==> config.mk <==
export PLATFORM = sky130hd
export DESIGN_NAME = pio_edge_port
export DESIGN_NICKNAME = d
export VERILOG_FILES = /design/src/rtl/pio_edge_pkg.sv /design/src/rtl/pio_edge_sync.sv /design/src/rtl/pio_edge_ctrl.sv /design/src/rtl/pio_edge_dp.sv /design/src/rtl/pio_edge_port.sv
export SDC_FILE = /design/constraint.sdc
export NUM_CORES = 1
export LEC_CHECK = 0
export CAP_MARGIN = 20
export CORE_ASPECT_RATIO = 2
export CORE_UTILIZATION = 45
export DETAILED_ROUTE_END_ITERATION = 7
export GPL_ROUTABILITY_DRIVEN = 0
export PLACE_DENSITY = 0.78
export SYNTH_ARGS = -nofsm -noshare
export SYNTH_HDL_FRONTEND = slang
export SYNTH_SLANG_ARGS = --single-unit
==> constraint.sdc <==
create_clock -name clk -period 2.6 [get_ports clk]
set_input_delay 0.52 -clock clk [delete_from_list [all_inputs] [get_ports clk]]
set_output_delay 0.52 -clock clk [all_outputs]
set_load 0.03 [all_outputs]
==> src/rtl/pio_edge_pkg.sv <==
package pio_edge_pkg;
  localparam int BusW = 8;
  localparam int AddrW = 4;

  localparam logic [AddrW-1:0] OffData = 4'h1;
  localparam logic [AddrW-1:0] OffDir = 4'h3;
  localparam logic [AddrW-1:0] OffCtrl = 4'hC;
  localparam logic [AddrW-1:0] OffFlag = 4'hD;
  localparam logic [AddrW-1:0] OffEnable = 4'hE;
  localparam logic [AddrW-1:0] OffAlt = 4'hF;

  localparam int FlagBit = 1;
  localparam int AnyBit = 7;

  typedef enum logic [2:0] {
    SEL_NONE,
    SEL_DATA,
    SEL_DIR,
    SEL_CTRL,
    SEL_FLAG,
    SEL_ENABLE
  } readSel_e;

  typedef struct packed {
    logic wrOut;
    logic wrDir;
    logic wrCtrl;
    logic wrFlag;
    logic wrEnable;
    logic clrFlag;
    readSel_e rdSel;
  } portStrobe_t;
endpackage

==> src/rtl/pio_edge_sync.sv <==
module pio_edge_sync #(
  parameter int STAGES = 2
) (
  input  logic clk,
  input  logic rstN,
  input  logic d,
  output logic q
);
  generate
    if (STAGES <= 1) begin : gSingle
      logic stageQ;
      always_ff @(posedge clk or negedge rstN) begin
        if (!rstN) stageQ <= 1'b0;
        else stageQ <= d;
      end
      assign q = stageQ;
    end else begin : gChain
      logic [STAGES-1:0] chainQ;
      always_ff @(posedge clk or negedge rstN) begin
        if (!rstN) chainQ <= '0;
        else chainQ <= {chainQ[STAGES-2:0], d};
      end
      assign q = chainQ[STAGES-1];
    end
  endgenerate
endmodule

==> src/rtl/pio_edge_ctrl.sv <==
module pio_edge_ctrl
  import pio_edge_pkg::*;
(
  input  logic cs,
  input  logic rd,
  input  logic wr,
  input  logic [AddrW-1:0] addr,
  output portStrobe_t stb
);
  always_comb begin
    stb = '0;
    stb.rdSel = SEL_NONE;
    if (cs && wr) begin
      unique case (addr)
        OffData: begin
          stb.wrOut = 1'b1;
          stb.clrFlag = 1'b1;
        end
        OffAlt: stb.wrOut = 1'b1;
        OffDir: stb.wrDir = 1'b1;
        OffCtrl: stb.wrCtrl = 1'b1;
        OffFlag: stb.wrFlag = 1'b1;
        OffEnable: stb.wrEnable = 1'b1;
        default: ;
      endcase
    end
    if (cs && rd) begin
      unique case (addr)
        OffData: begin
          stb.rdSel = SEL_DATA;
          stb.clrFlag = 1'b1;
        end
        OffAlt: stb.rdSel = SEL_DATA;
        OffDir: stb.rdSel = SEL_DIR;
        OffCtrl: stb.rdSel = SEL_CTRL;
        OffFlag: stb.rdSel = SEL_FLAG;
        OffEnable: stb.rdSel = SEL_ENABLE;
        default: stb.rdSel = SEL_NONE;
      endcase
    end
  end
endmodule

==> src/rtl/pio_edge_dp.sv <==
module pio_edge_dp
  import pio_edge_pkg::*;
#(
  parameter int SYNC_STAGES = 2
) (
  input  logic clk,
  input  logic rstN,
  input  portStrobe_t stb,
  input  logic [BusW-1:0] wdata,
  output logic [BusW-1:0] rdata,
  input  logic [BusW-1:0] padIn,
  output logic [BusW-1:0] padOut,
  output logic [BusW-1:0] padOe,
  input  logic ctlIn,
  output logic irqN
);
  logic [BusW-1:0] outReg, dirReg, latchReg, portView;
  logic polRise, latchEn, enQ, flagQ;
  logic ctlSync, ctlPrev, edgeHit, anyIrq;

  pio_edge_sync #(.STAGES(SYNC_STAGES)) uSync (
    .clk(clk), .rstN(rstN), .d(ctlIn), .q(ctlSync)
  );

  always_ff @(posedge clk or negedge rstN) begin
    if (!rstN) ctlPrev <= 1'b0;
    else ctlPrev <= ctlSync;
  end

  assign edgeHit = polRise ? (ctlSync & ~ctlPrev) : (~ctlSync & ctlPrev);

  always_ff @(posedge clk or negedge rstN) begin
    if (!rstN) begin
      outReg <= '0;
      dirReg <= '0;
      polRise <= 1'b0;
      latchEn <= 1'b0;
      enQ <= 1'b0;
      latchReg <= '0;
    end else begin
      if (stb.wrOut) outReg <= wdata;
      if (stb.wrDir) dirReg <= wdata;
      if (stb.wrCtrl) begin
        polRise <= wdata[0];
        latchEn <= wdata[1];
      end
      if (stb.wrEnable && wdata[FlagBit]) enQ <= wdata[AnyBit];
      if (edgeHit && latchEn) latchReg <= padIn;
    end
  end

  // edge detection wins over any clearing access in the same cycle
  always_ff @(posedge clk or negedge rstN) begin
    if (!rstN) flagQ <= 1'b0;
    else if (edgeHit) flagQ <= 1'b1;
    else if (stb.clrFlag || (stb.wrFlag && wdata[FlagBit])) flagQ <= 1'b0;
  end

  assign anyIrq = flagQ & enQ;
  assign irqN = ~anyIrq;
  assign padOut = outReg;
  assign padOe = dirReg;
  assign portView = (dirReg & outReg) | (~dirReg & (latchEn ? latchReg : padIn));

  always_comb begin
    rdata = '0;
    unique case (stb.rdSel)
      SEL_DATA: rdata = portView;
      SEL_DIR: rdata = dirReg;
      SEL_CTRL: rdata = {6'b0, latchEn, polRise};
      SEL_FLAG: begin
        rdata[AnyBit] = anyIrq;
        rdata[FlagBit] = flagQ;
      end
      SEL_ENABLE: begin
        rdata[AnyBit] = 1'b1;
        rdata[FlagBit] = enQ;
      end
      default: rdata = '0;
    endcase
  end
endmodule

==> src/rtl/pio_edge_port.sv <==
module pio_edge_port
  import pio_edge_pkg::*;
#(
  parameter int SYNC_STAGES = 2
) (
  input  logic clk,
  input  logic rstN,
  input  logic cs,
  input  logic rd,
  input  logic wr,
  input  logic [3:0] addr,
  input  logic [7:0] wdata,
  output logic [7:0] rdata,
  input  logic [7:0] padIn,
  output logic [7:0] padOut,
  output logic [7:0] padOe,
  input  logic ctlIn,
  output logic irqN
);
  portStrobe_t stb;

  pio_edge_ctrl uCtrl (
    .cs(cs), .rd(rd), .wr(wr), .addr(addr), .stb(stb)
  );

  pio_edge_dp #(.SYNC_STAGES(SYNC_STAGES)) uDp (
    .clk(clk), .rstN(rstN), .stb(stb), .wdata(wdata), .rdata(rdata),
    .padIn(padIn), .padOut(padOut), .padOe(padOe), .ctlIn(ctlIn), .irqN(irqN)
  );
endmodule

**Yosys cells after proc, flatten, opt, wreduce, memory -nomap -nowiden**

Index checks and enable logic that the tools add are counted.

- Register bits: 31
- Latch bits: 0
- Bits of input ports: 26
- ROM bits: 0
- Bits in writable memories: 0
- Memories: 0
- Word-level logic and storage cells: 56

- Div/mod/pow operators: 0
- Order comparisons: 0
- Add/subtract/negate cells: 0
- Shifts and indexed selects: 0
- Muxes and demuxes: 18
- Bitwise operators: 10
- $mul: 0
- Eq/ne operators: 11
- Reductions and logical operators: 8

Operator list:

| kind | count |
|---|---|
| $and 8x8->8 | 2 |
| $eq 4x4->1 const B | 4 |
| $pmux 3 s5 | 1 |
| $mux 1 | 10 |
| $pmux 5 s2 | 1 |
| $mux 8 | 1 |
| $not 8->8 | 1 |
| $or 8x8->8 | 1 |
| $eq 3x2->1 const B | 2 |
| $eq 3x3->1 const B | 2 |
| $mux 6 | 1 |
| $logic_and 1x1->1 | 5 |
| $pmux 1 s5 | 1 |
| $eq 4x1->1 const B | 1 |
| $eq 4x2->1 const B | 1 |
| $mux 4 | 1 |
| $pmux 1 s4 | 1 |
| $and 1x1->1 | 3 |
| $eq 3x1->1 const B | 1 |
| $not 1->1 | 3 |
| $pmux 1 s3 | 1 |
| $reduce_bool 2->1 | 1 |
| $reduce_or 2->1 | 1 |
| $logic_or 1x1->1 | 1 |

**Logic depth before layout (Yosys ltp)**

- Depth in word-level cells: 9
- Depth in mapped cells: 6

**Modules after synthesis**

A second synthesis with hierarchy kept.

- Cells, all modules: 155
- Area, all modules: 1716.6 um2

By module, submodules not included:

| module | area an instance (um2) | times used | sequential area each (um2) | cells each |
|---|---|---|---|---|
| pio_edge_dp | 1544.0 | 1 | 725.7 | 128 |
| pio_edge_ctrl | 122.6 | 1 | 0.0 | 25 |
| pio_edge_sync | 50.0 | 1 | 50.0 | 2 |

**Worst setup path after synthesis**

OpenSTA, ideal clock, no wires.

- Kind: input port to output port
- Start point: input addr[1]
- End point: output rdata[2]
- Data arrival time: 2112 ps
- Slack: -32 ps
- Stages on the path: 6
- Cell sequence: buf_6 -> or4b_4 -> a21oi_2 -> buf_6 -> nand2_1 -> a31oi_1

- Longest elaborated chain between the ends: 6

Ends and longest elaborated chain:

| element | RTL line | RTL |
|---|---|---|
| start: declaration | pio_edge_port.sv:11 | `input logic [3:0] addr,` |
| $eq 4x4->1 / $eq 4x1->1 (equally long branches) | pio_edge_ctrl.sv:28 | `unique case (addr)` |
| $reduce_or 2->1 (no line) | - |  |
| $pmux 3 s5 (*) | pio_edge_ctrl.sv:28 |  |
| $mux 4 (*) | pio_edge_ctrl.sv:27 | `if (cs && rd) begin` |
| $eq 3x2->1 / $eq 3x1->1 (equally long branches) | pio_edge_dp.sv:67 | `unique case (stb.rdSel)` |
| $pmux 5 s2 (*) | pio_edge_dp.sv:67 |  |
| end: declaration | pio_edge_port.sv:13 | `output logic [7:0] rdata,` |

Mark *: on every way between the ends. The rest lies on a longest branch, timed or not.

**Worst setup path after layout**

- Start point: input addr[3]
- End point: output rdata[3]

The elaborated chain is that of the path after synthesis.

==> impl_metrics.csv <==
group,metric,value,unit
synthesis,synth_ff_type,"dfrtp_1",
worst_setup_path,end_kind,"output pin",
synthesis,avgSynthCellArea,11.7,um^2
timing,rsz0062_at_grt,"no",
synthesis,synth.most_common_cell,"mux2_2",
synthesis,yosysUniqueCellTypes,32,
timing,tightest_slew,404,ps
place,dp.cells,223,
cts,clock_latency,280,ps
worst_setup_path,crit_type,"in -> out",
timing,setup_viol,0,
timing,fmax,393,MHz
layout,nets,226,
layout,fillers,248,
layout,design_area,0.00242,mm^2
cts,cts_made_buffers,5,
die,fp.coreArea,0.00338,mm^2
place,io_buffer_count,50,
timing,fin_crit_sh,0.978,
detailed_routing,drt-initial-drc-count,35,
run_status,violations,"design-rule violations",
detailed_routing,route.detailed.drc,3,
run_status,status,"finished, violations left",
cts,cts_tree,"built",
cts,h-tree-depth,2,
job,maxCapViolCount,0,
power_and_ir_drop,leakage,0.986,nW
cts,clkTransAtPathRegs,60,ps
synthesis,syn_area,0.00157,mm^2
timing,fin_skew,9.82,ps
layout,drive_gt1_frac,0.388,
grt,grt_pass1_vias,1461,
cts,clock_tree.root_cell,"clkbuf_8",
timing,hold_viol,0,
synthesis,synth_common_cells,"mux2_2 (32), dfrtp_1 (31), nand2_1 (17)",
die,ios,51,
grt,grt_max_degree,32,
synthesis,ys_warn_count,0,
cts,cts_num_sinks,31,
detailed_routing,dr.pass1.iters,6,
cts,cts_buffer_depth,2,
synthesis,seq_area_frac_synth,0.493,
layout,area.growth.synth_to_final,53.6,%
worst_setup_path,critPathLaunchType,"input pin",
layout,seq_area,776,um^2
layout,n_antenna_cell,0,
die,rows,30,
synthesis,synthTopCellsByArea,"dfrtp_1 (49%), mux2_2 (23%), nand2_1 (4.1%)",
worst_setup_path,cp.required,2080,ps
detailed_routing,wirelength,4.23,mm
synthesis,syn-num-nets,161,
timing,slew_headroom,0.730,
timing,finalSetupTns,0,ps
detailed_routing,ant_nets,0,
worst_setup_path,crit_arrival,2020,ps
power_and_ir_drop,cellPowerDensity,783,mW/mm^2
synthesis,synthCells,135,
layout,final_core_util,0.716,
detailed_routing,routedWlPerCell,18.1,um
grt,antenna_found_initial,0,
cts,postCtsHoldBufs,0,
place,placed_area,0.00217,mm^2
synthesis,ys_ff_latch,31,
grt,grt_pass1_wl,6.64,mm
die,start_util,0.466,
layout,multi_input_area,877,um^2
layout,finalNonFillerCells,233,
worst_hold_path,hp-class,"reg -> reg",
timing,slew_viol_final,0,
worst_hold_path,min-delay-start,"uDp.uSync.gChain.chainQ[0]",
place,dp_hpwl,2.99,mm
synthesis,yosysTopAreaCellShare,0.493,
synthesis,yosysTopAreaCell,"dfrtp_1",
grt,grt-ovfl-total,0,
die,die_height,85.6,um
detailed_routing,vias,1391,
synthesis,synthArstFlopShare,1.00,
synthesis,synth_edf_count,0,
die,die_x,43.8,um
worst_setup_path,crit_start,"addr[3]",
timing,min_period,2540,ps
die,die_area,0.00375,mm^2
grt,globalRouteTotalUtil,0.240,
detailed_routing,viasPerCell,5.97,
power_and_ir_drop,ir_drop,715,uV
worst_setup_path,reg2reg_from,"uDp.uSync.gChain.chainQ[1]",
worst_setup_path,path_max_fanout,6,
power by group:
group | switching, mW | total [mW] | internal [mW] | leakage [nW]
registers | 0.112 | 0.728 | 0.616 | 0.375
logic | 0.331 | 0.673 | 0.342 | 0.550
clock network | 0.182 | 0.492 | 0.310 | 0.0612
routing by layer:
layer	GRT usage	up-vias	wire length (um)
li1	-	629	-
met1	0.263	696	1550
met2	0.417	49	2360
met3	0.0421	17	169
met4	0.134	0	148
met5	0	-	0
worst max-delay path, cell delays in order:
cell	delay, ps
clkdlybuf4s15_1	180
or4b_4	570
a21oi_4	190
buf_8	170
nand2_4	60
a31oi_4	170
buf_6	150
through the flow:
step	worst slack [ps]	hold slack (ps)	power, mW
after floorplan	100	224	1.08
after CTS	3.54	365	1.88
after detailed placement	-223	350	1.36
after global placement	-199	346	1.33
after global routing	5.22	376	1.98
final	57.7	360	1.89
cell families after synthesis:
kind of cell	after synthesis	synth area share
simple gates	36	0.121
flops	31	0.493
mux	35	0.248
compound gates	27	0.114
buf+inv	6	0.0246
worst paths after layout:
check | endpoint | slack (ps) | cells after the start
hold reg to reg | uDp.uSync.gChain.chainQ[1] | 360 | 0
setup / recovery | rdata[3] | 60 | 7
min in group asynchronous | uDp.padOe[7] | 630 | 2
hold / removal | uDp.uSync.gChain.chainQ[1] | 360 | 0
max in group asynchronous | uDp.latchReg[3] | 1660 | 2
setup reg to reg | uDp.latchReg[1] | 1060 | 4
cell type report:
cell class | count | share of cell area
Clock buffer | 6 | 0.0342
Sequential cell | 31 | 0.321
Timing Repair Buffer | 62 | 0.248
Tap cell | 32 | 0.0166
Clock inverter | 2 | 0.0145
Multi-Input combinational cell | 98 | 0.363
Inverter | 2 | 0.00311
state kept, by name (all words and copies together) (netlist names):
signal	count
uDp.latchReg	8
uDp.padOe	8
uDp.padOut	8
uDp.latchEn	1
uDp.polRise	1
uDp.ctlPrev	1
uDp.flagQ	1
uDp.uSync.gChain.chainQ	2
uDp.enQ	1
cells in the final DEF, fill, tap and decap left out, types with 2 or more instances in the layout:
master,count
nand2b_1,2
clkbuf_8,6
a21oi_1,3
mux2_2,32
buf_4,13
o21ai_0,6
nand2_4,2
nand3b_1,2
nor2_1,3
a21oi_4,3
nand2_1,11
nand3_1,2
a21oi_2,2
clkdlybuf4s50_1,38
inv_1,2
nand2_2,4
dfrtp_1,31
buf_6,6
a31oi_4,4
nand4_1,3
clkdlybuf4s15_1,3
mux2i_1,3
repair_timing:
item	4_1_cts	5_1_grt
buffers inserted	1	0
endpoints found under the setup margin	7	6
gates resized for setup	22	11
pin swaps	11	4
gates cloned	1	0
(Power assumes the default switching activity.)
